### src/rtl/mbx_pkg.sv
package mbx_pkg;
  localparam int unsigned OFF_CTRL = 0;
  localparam int unsigned OFF_CMD  = 1;
  localparam int unsigned OFF_WIN  = 2;
  localparam int unsigned BIT_EN   = 0;
  localparam int unsigned BIT_OVF  = 1;
  localparam int unsigned BIT_RDY  = 30;
  localparam int unsigned BIT_MSG  = 31;
  localparam int unsigned CMD_W    = 4;
  localparam int unsigned ADR_W    = 20;
endpackage

### src/rtl/mbx_req_capture.sv
module mbx_req_capture #(
  parameter int unsigned REQ_BYTES = 15
) (
  input  logic                          clk_i,
  input  logic                          rst_ni,
  input  logic                          req_valid_i,
  input  logic [mbx_pkg::CMD_W-1:0]     req_cmd_i,
  input  logic [mbx_pkg::ADR_W-1:0]     req_addr_i,
  input  logic [7:0]                    req_len_i,
  input  logic [REQ_BYTES*8-1:0]        req_data_i,
  input  logic                          clr_msg_i,
  input  logic                          clr_ovf_i,
  output logic                          accept_o,
  output logic                          msg_ready_o,
  output logic                          ovf_o,
  output logic [mbx_pkg::CMD_W-1:0]     cmd_o,
  output logic [mbx_pkg::ADR_W-1:0]     addr_o,
  output logic [7:0]                    len_o,
  output logic [REQ_BYTES*8-1:0]        data_o
);
  logic msg_q, ovf_q;

  assign accept_o    = req_valid_i && !msg_q;
  assign msg_ready_o = msg_q;
  assign ovf_o       = ovf_q;

  always_ff @(posedge clk_i or negedge rst_ni) begin
    if (!rst_ni) begin
      msg_q  <= 1'b0;
      cmd_o  <= '0;
      addr_o <= '0;
      len_o  <= '0;
      data_o <= '0;
    end else if (accept_o) begin
      msg_q  <= 1'b1;
      cmd_o  <= req_cmd_i;
      addr_o <= req_addr_i;
      len_o  <= req_len_i;
      data_o <= req_data_i;
    end else if (clr_msg_i) begin
      msg_q <= 1'b0;
    end
  end

  // set wins over clear
  always_ff @(posedge clk_i or negedge rst_ni) begin
    if (!rst_ni)                   ovf_q <= 1'b0;
    else if (req_valid_i && msg_q) ovf_q <= 1'b1;
    else if (clr_ovf_i)            ovf_q <= 1'b0;
  end

  p_latch_r2: assert property (@(posedge clk_i) disable iff (!rst_ni)
    (req_valid_i && !msg_q) |=> (msg_q && addr_o == $past(req_addr_i)));

  p_no_overwrite_r9: assert property (@(posedge clk_i) disable iff (!rst_ni)
    (req_valid_i && msg_q) |=> (ovf_q && $stable(addr_o) && $stable(data_o) && $stable(len_o)));
endmodule

### src/rtl/mbx_reply_ctrl.sv
module mbx_reply_ctrl #(
  parameter int unsigned REP_BYTES = 17,
  parameter int unsigned IDX_W     = 5,
  parameter int unsigned LEN_W     = 5
) (
  input  logic                          clk_i,
  input  logic                          rst_ni,
  input  logic                          byte_we_i,
  input  logic [IDX_W-1:0]              byte_idx_i,
  input  logic [7:0]                    byte_i,
  input  logic                          launch_i,
  input  logic [mbx_pkg::CMD_W-1:0]     cmd_i,
  input  logic [LEN_W-1:0]              len_i,
  input  logic                          rep_ready_i,
  output logic                          busy_o,
  output logic [mbx_pkg::CMD_W-1:0]     rep_cmd_o,
  output logic [LEN_W-1:0]              rep_len_o,
  output logic [REP_BYTES*8-1:0]        rep_data_o
);
  logic busy_q;
  assign busy_o = busy_q;

  for (genvar g = 0; g < REP_BYTES; g++) begin : g_byte
    always_ff @(posedge clk_i or negedge rst_ni) begin
      if (!rst_ni) rep_data_o[g*8 +: 8] <= '0;
      else if (byte_we_i && !busy_q && byte_idx_i == IDX_W'(g))
        rep_data_o[g*8 +: 8] <= byte_i;
    end
  end

  always_ff @(posedge clk_i or negedge rst_ni) begin
    if (!rst_ni) begin
      busy_q    <= 1'b0;
      rep_cmd_o <= '0;
      rep_len_o <= '0;
    end else if (launch_i && !busy_q) begin
      busy_q    <= 1'b1;
      rep_cmd_o <= cmd_i;
      rep_len_o <= len_i;
    end else if (busy_q && rep_ready_i) begin
      busy_q <= 1'b0;
    end
  end

  p_hold_r8: assert property (@(posedge clk_i) disable iff (!rst_ni)
    (busy_q && !rep_ready_i) |=>
      (busy_q && $stable(rep_data_o) && $stable(rep_cmd_o) && $stable(rep_len_o)));

  p_drop_r8: assert property (@(posedge clk_i) disable iff (!rst_ni)
    (busy_q && rep_ready_i) |=> !busy_q);
endmodule

### src/rtl/mbx_reg_read.sv
module mbx_reg_read #(
  parameter int unsigned ADDR_W    = 5,
  parameter int unsigned WIN_REGS  = 18,
  parameter int unsigned REQ_BYTES = 15
) (
  input  logic [ADDR_W-1:0]             reg_addr_i,
  input  logic                          irq_en_i,
  input  logic                          ovf_i,
  input  logic                          msg_ready_i,
  input  logic                          rep_busy_i,
  input  logic [mbx_pkg::CMD_W-1:0]     cmd_i,
  input  logic [mbx_pkg::ADR_W-1:0]     addr_i,
  input  logic [7:0]                    len_i,
  input  logic [REQ_BYTES*8-1:0]        data_i,
  output logic [31:0]                   rdata_o
);
  localparam logic [ADDR_W-1:0] A_CTRL = ADDR_W'(mbx_pkg::OFF_CTRL);
  localparam logic [ADDR_W-1:0] A_CMD  = ADDR_W'(mbx_pkg::OFF_CMD);
  localparam logic [ADDR_W-1:0] A_WIN  = ADDR_W'(mbx_pkg::OFF_WIN);

  logic [7:0] win_rd [WIN_REGS];

  for (genvar n = 0; n < WIN_REGS; n++) begin : g_win
    if (n == 0) begin : g_ahi
      assign win_rd[n] = addr_i[15:8];
    end else if (n == 1) begin : g_alo
      assign win_rd[n] = addr_i[7:0];
    end else if (n == 2) begin : g_len
      assign win_rd[n] = len_i;
    end else begin : g_dat
      assign win_rd[n] = data_i[(n-3)*8 +: 8];
    end
  end

  always_comb begin
    rdata_o = '0;
    if (reg_addr_i == A_CTRL) begin
      rdata_o[mbx_pkg::BIT_MSG] = msg_ready_i;
      rdata_o[mbx_pkg::BIT_RDY] = msg_ready_i && !rep_busy_i;
      rdata_o[mbx_pkg::BIT_OVF] = ovf_i;
      rdata_o[mbx_pkg::BIT_EN]  = irq_en_i;
    end else if (reg_addr_i == A_CMD) begin
      rdata_o[7:0] = {cmd_i, addr_i[19:16]};
    end
    for (int k = 0; k < WIN_REGS; k++) begin
      if (reg_addr_i == A_WIN + ADDR_W'(k)) rdata_o[7:0] = win_rd[k];
    end
  end
endmodule

### src/rtl/aux_sink_mailbox.sv
module aux_sink_mailbox #(
  parameter int unsigned ADDR_W   = 5,
  parameter int unsigned WIN_REGS = 18,
  localparam int unsigned REQ_BYTES = WIN_REGS - 3,
  localparam int unsigned REP_BYTES = WIN_REGS - 1,
  localparam int unsigned LEN_W     = $clog2(REP_BYTES + 1)
) (
  input  logic                      clk_i,
  input  logic                      rst_ni,
  input  logic                      req_valid_i,
  input  logic [3:0]                req_cmd_i,
  input  logic [19:0]               req_addr_i,
  input  logic [7:0]                req_len_i,
  input  logic [REQ_BYTES*8-1:0]    req_data_i,
  input  logic [ADDR_W-1:0]         reg_addr_i,
  input  logic                      reg_wr_i,
  input  logic                      reg_rd_i,
  input  logic [31:0]               reg_wdata_i,
  output logic [31:0]               reg_rdata_o,
  output logic                      irq_o,
  output logic                      rep_valid_o,
  input  logic                      rep_ready_i,
  output logic [3:0]                rep_cmd_o,
  output logic [LEN_W-1:0]          rep_len_o,
  output logic [REP_BYTES*8-1:0]    rep_data_o
);
  localparam logic [ADDR_W-1:0] A_CTRL = ADDR_W'(mbx_pkg::OFF_CTRL);
  localparam logic [ADDR_W-1:0] A_CMD  = ADDR_W'(mbx_pkg::OFF_CMD);
  localparam logic [ADDR_W-1:0] A_WIN  = ADDR_W'(mbx_pkg::OFF_WIN);
  localparam logic [ADDR_W-1:0] A_END  = ADDR_W'(mbx_pkg::OFF_WIN + WIN_REGS);

  logic wr_ctrl, wr_cmd, rd_cmd, win_hit, launch, accept;
  logic msg_ready, ovf, irq_en_q, irq_ack_q;
  logic [ADDR_W-1:0] win_idx;
  logic [3:0] cap_cmd;
  logic [19:0] cap_addr;
  logic [7:0] cap_len;
  logic [REQ_BYTES*8-1:0] cap_data;

  assign wr_ctrl = reg_wr_i && reg_addr_i == A_CTRL;
  assign wr_cmd  = reg_wr_i && reg_addr_i == A_CMD;
  assign rd_cmd  = reg_rd_i && reg_addr_i == A_CMD;
  assign win_hit = reg_addr_i >= A_WIN && reg_addr_i < A_END;
  assign win_idx = reg_addr_i - A_WIN;
  assign launch  = wr_cmd && msg_ready && !rep_valid_o;

  mbx_req_capture #(.REQ_BYTES(REQ_BYTES)) u_cap (
    .clk_i, .rst_ni, .req_valid_i, .req_cmd_i, .req_addr_i, .req_len_i, .req_data_i,
    .clr_msg_i(launch),
    .clr_ovf_i(wr_ctrl && reg_wdata_i[mbx_pkg::BIT_OVF]),
    .accept_o(accept), .msg_ready_o(msg_ready), .ovf_o(ovf),
    .cmd_o(cap_cmd), .addr_o(cap_addr), .len_o(cap_len), .data_o(cap_data)
  );

  mbx_reply_ctrl #(.REP_BYTES(REP_BYTES), .IDX_W(ADDR_W), .LEN_W(LEN_W)) u_rep (
    .clk_i, .rst_ni,
    .byte_we_i(reg_wr_i && win_hit), .byte_idx_i(win_idx), .byte_i(reg_wdata_i[7:0]),
    .launch_i(launch), .cmd_i(reg_wdata_i[3:0]), .len_i(reg_wdata_i[8 +: LEN_W]),
    .rep_ready_i, .busy_o(rep_valid_o), .rep_cmd_o, .rep_len_o, .rep_data_o
  );

  mbx_reg_read #(.ADDR_W(ADDR_W), .WIN_REGS(WIN_REGS), .REQ_BYTES(REQ_BYTES)) u_rd (
    .reg_addr_i, .irq_en_i(irq_en_q), .ovf_i(ovf), .msg_ready_i(msg_ready),
    .rep_busy_i(rep_valid_o), .cmd_i(cap_cmd), .addr_i(cap_addr), .len_i(cap_len),
    .data_i(cap_data), .rdata_o(reg_rdata_o)
  );

  always_ff @(posedge clk_i or negedge rst_ni) begin
    if (!rst_ni)      irq_en_q <= 1'b0;
    else if (wr_ctrl) irq_en_q <= reg_wdata_i[mbx_pkg::BIT_EN];
  end

  // a fresh request re-arms the interrupt; a command read acknowledges it
  always_ff @(posedge clk_i or negedge rst_ni) begin
    if (!rst_ni)     irq_ack_q <= 1'b0;
    else if (accept) irq_ack_q <= 1'b0;
    else if (rd_cmd) irq_ack_q <= 1'b1;
  end

  assign irq_o = irq_en_q && msg_ready && !irq_ack_q;

  p_irq_raise_r4: assert property (@(posedge clk_i) disable iff (!rst_ni)
    (accept && irq_en_q && !wr_ctrl) |=> irq_o);

  p_irq_ack_r5: assert property (@(posedge clk_i) disable iff (!rst_ni)
    (rd_cmd && !accept) |=> !irq_o);

  p_irq_mask_r5: assert property (@(posedge clk_i) disable iff (!rst_ni)
    (wr_ctrl && !reg_wdata_i[mbx_pkg::BIT_EN]) |=> !irq_o);

  p_rdy_r6: assert property (@(posedge clk_i) disable iff (!rst_ni)
    (reg_addr_i == A_CTRL && reg_rdata_o[mbx_pkg::BIT_RDY]) |-> !rep_valid_o);

  p_launch_r7: assert property (@(posedge clk_i) disable iff (!rst_ni)
    launch |=> (rep_valid_o && !reg_rdata_o[mbx_pkg::BIT_RDY]));

  p_no_launch_r10: assert property (@(posedge clk_i) disable iff (!rst_ni)
    (wr_cmd && !msg_ready && !rep_valid_o) |=> !rep_valid_o);

  p_unmapped_r11: assert property (@(posedge clk_i) disable iff (!rst_ni)
    (reg_addr_i >= A_END) |-> reg_rdata_o == '0);
endmodule

### config.mk
export PLATFORM = sky130hd
export DESIGN_NAME = aux_sink_mailbox
export DESIGN_NICKNAME = d
export VERILOG_FILES = /design/src/rtl/mbx_pkg.sv /design/src/rtl/mbx_req_capture.sv /design/src/rtl/mbx_reply_ctrl.sv /design/src/rtl/mbx_reg_read.sv /design/src/rtl/aux_sink_mailbox.sv
export SDC_FILE = /design/constraint.sdc
export NUM_CORES = 1
export LEC_CHECK = 0
export ABC_AREA = 1
export BUFFER_PORTS_ARGS = -buffer_cell sky130_fd_sc_hd__buf_2
export CAP_MARGIN = 10
export CORE_ASPECT_RATIO = 1.25
export CORE_MARGIN = 8
export CORE_UTILIZATION = 35
export CTS_BUF_LIST = sky130_fd_sc_hd__clkbuf_8
export DETAILED_ROUTE_END_ITERATION = 12
export PLACE_DENSITY = 0.55
export SETUP_SLACK_MARGIN = 0.15
export SLEW_MARGIN = 20
export SYNTH_ARGS = -nofsm -noshare
export SYNTH_HDL_FRONTEND = slang
export SYNTH_SLANG_ARGS = --single-unit
### constraint.sdc
create_clock -name clk_i -period 3.44 [get_ports clk_i]
set_clock_uncertainty 0.15 [all_clocks]
set_input_delay 0.516 -clock clk_i [delete_from_list [all_inputs] [get_ports clk_i]]
set_output_delay 0.516 -clock clk_i [all_outputs]
set_load 0.01 [all_outputs]
==> impl_results.md, run 1 <==
* Status: finished, final reports clean
* Worst-path maximum fanout at 8
* First-pass GRT wire length at 65440 um
* Critical Path RT at 2.77 ns
* TritonCTS clock tree: yes
* Cells on worst reg2reg path at 6
* Slowest Stage Delay on Critical Path at 0.21 ns
* Residual DRC count at 0
* Fraction of layout cells with a size suffix above 1 at 25.11%
* Dpl cells at 2302
* Post-synth top area share at 58.74%
* Worst IR Drop VDD at 0.3308 mV
* Most frequent cells after synthesis: nand2_1, dfrtp_1, o21ai_0
* Fin. Hold Viols at 0
* Reg2reg end: u_rep.rep_data_o[54]
* Crit path from: reg_addr_i[1]
* EDFF count, synth at 0
* Slew at the pin closest to its max-slew limit at 0.8129 ns
* GP Congestion at 0.8358
* Hold crit path type: in2reg
* Worst path most repeated cell: nand4_1
* Count leader, synth: nand2_1
* Final period util at 92.64%
* Drt total wl at 41750 um
* Fmax at 313.8 MHz
* CP Capture Point: reg_rdata_o[5]
* Clock transition at path regs at 0.06 ns
* Number of global-route vias before repair at 11733
* Power consumption at 0.01083 W
* Layout Cells excl Fill at 2537
* DRT antenna net count at 0
* Root Buffer: clkbuf_8
* Cell taking the most area after synthesis: dfrtp_1
* Initial antenna violation count at 3
* Synth-to-layout area growth at 37.73%
* Lkg Pwr at 9.393 nW
* # IOs at 374
* Crit. End Element: output pin
* Synth unique cells at 32
* Max-slew headroom at 45.81%
* Post-DP HPWL at 29950 um
* CTS Buffer Depth at 3
* Synthesis warning total at 0
* Reg2reg setup slack at 1.13 ns
* Global route total overflow at 0
* Vias after detailed routing at 11729
* Final slew viol count at 0
* # port buffers at 332
* Fraction of registers with async set/reset at 100.0%
* Reg-to-reg critical path startpoint: u_rep.busy_o
* Global-route usage over all layers at 18.88%
* Setup TNS Final at 0 ns
* # nets final at 2220
* Pin count of the biggest net entering global routing at 94
* Initial Util at 35.44%
* PD cells at 611.4 nW/um^2
* RSZ-0062 raised after global routing: true
* Vias per inst at 4.623
* H-tree Lvls at 2
* CP max stage cell: or2_0
* CP Class: in2out
* Pre-CTS setup slack at 0.03126 ns
* Die X at 187.5 um
* CP Cell Sequence: buf_8 > buf_6 > nor2_8 > inv_4 > nor2_4 > inv_4 > or2_0 > nand3_2 > nand4_1 > nor2_2 > nand4_1 > nor2_1 > nand4_1 > nor2_1 > nand3_1 > buf_4
* CTS Sinks at 302
* Synth area leaders: dfrtp_1, nand2_1, o21ai_0
* Crit start category: input pin
* DRT iter0 DRCs at 761
* Sequential-to-total area share from yosys stat at 58.74%
* Final min period at 3.187 ns
* Seq cells post-synth at 302
* Maxcap violations at 0
* Total CTS buffers at 48
* Clock latency on the worst-skew pair at 0.57 ns
* Die area at 43190 sq um
* Placement Rows at 78
* Fin worst setup slack at 0.2532 ns
* Cell count after synthesis at 1512
* Critical Path AT at 2.52 ns
* Post-synth top flop: dfrtp_1
* # setup viols final at 0
* Avg Cell Area, Syn at 8.508 sq um
* Die Y at 230.4 um
* Core footprint at 36300 sq um
* Syn Std Cell Area at 12860 sq um
* First-pass DRT Iterations at 5
* Final Util at 48.80%
* Routed len/inst at 16.45 um
-- worst max-delay path, delay by kind of cell --
family / cells / cell delay [ns]
buf+inv: 5 / 0.54
simple gates: 11 / 1.44
-- kinds of logic (layout without fill, tap and decap cells) --
group / count (synthesis) / after routing / synth area share (%)
buf+inv: 143 / 665 / 5.291
simple gates: 877 / 877 / 28.29
compound gates: 187 / 187 / 7.450
fa+ha+maj: 2 / 2 / 0.1945
flops: 302 / 302 / 58.74
other cells: 1 / 24 / 0.02915
-- metrics by stage --
stage                     hold slack [ns]  area, sq um
after detailed placement           0.3007        15100
after floorplan                   0.07041        12940
final                             0.04172        17720
after CTS                        0.001573        17490
after global routing              0.01122        17720
after global placement             0.2962        15100
-- area by class of cell --
class / count / area [sq um]
inverters: 61 / 249.0
multi-input cells: 1088 / 4846
fillers: 3565 / 18590
diodes: 2 / 5.005
clock inverters: 25 / 143.9
clock buffers: 57 / 784.5
repair buffers: 522 / 3532
flip-flops and latches: 302 / 7557
well taps: 480 / 600.6
-- worst min-delay path by stage --
stage / endpoint / slack (ns) / cells after the start / startpoint
CTS: u_cap.addr_o[19] / 0.002 / 3 / req_addr_i[19]
finish: u_cap.addr_o[0] / 0.04 / 3 / req_addr_i[0]
global placement: u_cap.data_o[62] / 0.30 / 2 / u_cap.data_o[62]
global route: u_cap.addr_o[0] / 0.01 / 3 / req_addr_i[0]
detailed placement: u_cap.data_o[89] / 0.30 / 2 / u_cap.data_o[89]
floorplan: irq_ack_q / 0.07 / 0 / rst_ni
-- power breakdown --
part | switching, W | internal, W | total, W
clock | 0.00139 | 0.00158 | 0.00297
combinational | 0.00153 | 0.00102 | 0.00255
sequential | 0.000610 | 0.00470 | 0.00531
total | 0.00353 | 0.00730 | 0.0108
-- state kept, by name, summed over array words and instances (netlist names), 4 cells and up --
signal	count
u_rep.rep_len_o	5
u_cap.len_o	8
u_cap.addr_o	20
u_cap.cmd_o	4
u_cap.data_o	120
u_rep.rep_data_o	136
u_rep.rep_cmd_o	4
-- routing by layer --
metal	vias up	part of all wire [%]	track usage, %
met5	-	0.031	0
met4	2	3.1	6.484
met3	86	6.5	4.615
met2	407	47	30.74
met1	5439	44	24.36
li1	5795	-	-
-- cells in the final DEF (no fill, tap or decap), types with 2 or more instances in the layout --
cell type	count
nand4_1	34
clkinv_2	4
nor2_2	12
inv_6	4
clkbuf_8	57
nand2_2	8
nand3_1	16
o21ai_1	8
buf_2	325
nand3_4	3
diode_2	2
nor2_4	7
conb_1	22
nand3_2	5
nand4_4	6
a21o_1	5
inv_4	6
nand2_1	722
dlygate4sd3_1	142
inv_1	63
inv_2	7
nor3_1	7
buf_8	2
dfrtp_1	302
a21oi_1	10
buf_4	45
buf_6	5
buf_12	3
nor2_1	42
nand2_4	3
or2_2	6
o21ai_0	162
-- timing repair --
item	in CTS	in global routing
pin swaps	3	24
gates resized for setup	14	50
endpoints found under the setup margin	8	8
buffers inserted	0	9
endpoints found under the hold margin	228	0
hold buffers	142	0
cloned	0	0
Power figures use the tool's default switching activity.
==> run 2: changes to the inputs <==
CTS_BUF_LIST = default   (was sky130_fd_sc_hd__clkbuf_8)
==> run 2 against run 1 <==
Against the previous run: non-clock buffer count down 52; hold slack worse by 0.015 ns; combinational power shrank 2%; critical endpoint is now reg_rdata_o[0]; final area shrank 2.1%; maximum frequency is 0.17% lower; clock-buffer cell count shrank 11; sequential cell count is the same; sequential share of layout area up 0.90 points; core utilization shrank 1.0 points; via count is 3.2% lower; largest cell class unchanged.
==> impl_results.md, run 2 (synthesis gave the netlist of run 1 again) <==
* Clock transition at path regs at 0.06 ns
* Vias per inst at 4.619
* Reg-to-reg critical path startpoint: u_rep.busy_o
* Hold crit path type: in2reg
* Worst-path maximum fanout at 6
* CP Class: in2out
* Critical Path AT at 2.53 ns
* Most common cell after layout, fill and taps aside: nand2_1
* CP max stage cell: nor2_2
* Die Y at 230.4 um
* Lkg Pwr at 9.163 nW
* Final min period at 3.192 ns
* Largest register FFs at 136
* CTS Sinks at 302
* Fin. Hold Viols at 0
* Hold Path End: u_cap.data_o[21]
* Setup TNS Final at 0 ns
* # IOs at 374
* DP Area at 15100 sq um
* Fraction of layout cells with a size suffix above 1 at 25.58%
* Synth-to-layout area growth at 34.89%
* # setup viols final at 0
* Cells on worst reg2reg path at 6
* Post-DP HPWL at 29950 um
* CTS Buffer Depth at 3
* Residual DRC count at 0
* Global route total overflow at 0
* Clock latency on the worst-skew pair at 0.56 ns
* Crit. End Element: output pin
* Placement Rows at 78
* Hold wc startpoint: req_data_i[21]
* Multi-input gate area at 4841 sq um
* Reg2reg setup slack at 1.15 ns
* GP Congestion at 0.8358
* Crit start category: input pin
* TritonCTS clock tree: yes
* H-tree Lvls at 1
* Biggest register: u_rep.rep_data_o
* Worst IR Drop VDD at 0.3708 mV
* Routed len/inst at 16.66 um
* Seq. cell area at 7557 sq um
* PD cells at 653.1 nW/um^2
* First-pass DRT Iterations at 5
* RSZ-0062 raised after global routing: true
* First-pass GRT wire length at 64200 um
* Final slew viol count at 0
* Pre-CTS setup slack at 0.03126 ns
* Number of global-route vias before repair at 11323
* Cell area after layout at 17350 sq um
* DRT antenna net count at 0
* Drt total wl at 40960 um
* CP Cell Sequence: buf_4 > nor2_4 > buf_6 > nand3_4 > buf_6 > nand2_2 > nand3_2 > nand2_2 > nand2_2 > nand2_2 > nand4_1 > nor2_1 > nand4_1 > nor2_2 > nand3_2 > nand2_1 > nand4_1 > buf_2
* Worst path most repeated cell: nand2_2
* Reg2reg end: u_rep.rep_data_o[54]
* Final period util at 92.80%
* Root Buffer: clkbuf_16
* Slowest Stage Delay on Critical Path at 0.21 ns
* Pin count of the biggest net entering global routing at 94
* # port buffers at 332
* Die area at 43190 sq um
* Max-slew headroom at 45.78%
* Initial antenna violation count at 2
* Initial Util at 35.44%
* Status: finished, final reports clean
* Core footprint at 36300 sq um
* Slew at the pin closest to its max-slew limit at 0.8124 ns
* Maxcap violations at 0
* Layout fillers at 3603
* DRT iter0 DRCs at 823
* Vias after detailed routing at 11359
* Biggest regs: u_rep.rep_data_o (136), u_cap.data_o (120), u_cap.addr_o (20)
* Critical Path RT at 2.77 ns
* Most frequent cells in the layout: nand2_1, buf_2, dfrtp_1
* Total CTS buffers at 31
* Cell count of the worst hold path at 3
* Die X at 187.5 um
* Global-route usage over all layers at 18.41%
* Fmax at 313.3 MHz
* Fin worst setup slack at 0.2477 ns
* # nets final at 2151
## run 2: cell types whose count changed in the layout (fill, tap and decap cells not counted), sizes merged
cell / delta
dlygate4sd3: -56
inv: -18
clkbuf: -11
buf: +4
bufinv: +3
clkinv: +1
diode: -1
## run 2: worst max-delay path by stage
stage                        from  slack, ns              to
floorplan           reg_addr_i[1]       0.72  reg_rdata_o[5]
global placement    reg_addr_i[2]       0.05  reg_rdata_o[2]
detailed placement  reg_addr_i[2]       0.03  reg_rdata_o[2]
CTS                 reg_addr_i[0]       0.17  reg_rdata_o[6]
global route             irq_en_q        0.1  reg_rdata_o[0]
finish              reg_addr_i[3]       0.25  reg_rdata_o[0]
## run 2: cell type report
class,instances,share of cell area [%]
Tap cell,480,3.461
Clock buffer,46,5.256
Sequential cell,302,43.55
Timing Repair Buffer,470,17.43
Inverter,61,1.435
Clock inverter,11,0.9518
Antenna cell,1,0.01442
Multi-Input combinational cell,1088,27.90
## run 2: stage by stage
step	hold slack [ns]	util (%)	total power (W)	instances
3_3_place_gp	0.2962	41.60	0.007712	2302
2_1_floorplan	0.07041	-	0.006697	1533
3_5_place_dp	0.3007	41.60	0.007790	2302
5_1_grt	0.009329	47.79	0.01210	2458
4_1_cts	0.0002086	47.05	0.01144	2445
6_report	0.02627	47.80	0.01133	2459
## run 2: timing repair
action	CTS	global route
buffers inserted	0	13
hold endpoints to repair	172	0
gates cloned	0	0
endpoints found under the setup margin	8	8
pin swaps	3	34
gates resized for setup	14	59
hold buffers	86	0
## run 2: per-layer routing
metal	global-route usage [%]	share of wire, %	wire length (um)	vias up
met5	0	0.032	13	-
met4	4.413	1.8	740	2
met3	4.163	7.2	2942	41
met2	30.63	47	19420	371
met1	24.15	44	17840	5304
li1	-	-	-	5641
## run 2: critical path: cells and delay by family
family	cells	cell delay (ns)
simple gates	14	1.44
buf+inv	4	0.56
## run 2: where the power goes
group	leakage (nW)	internal, W	switching [W]
sequential	3.88	0.00470	0.000609
clock	0.529	0.00213	0.00139
combinational	4.75	0.000984	0.00152
total	9.16	0.00781	0.00352
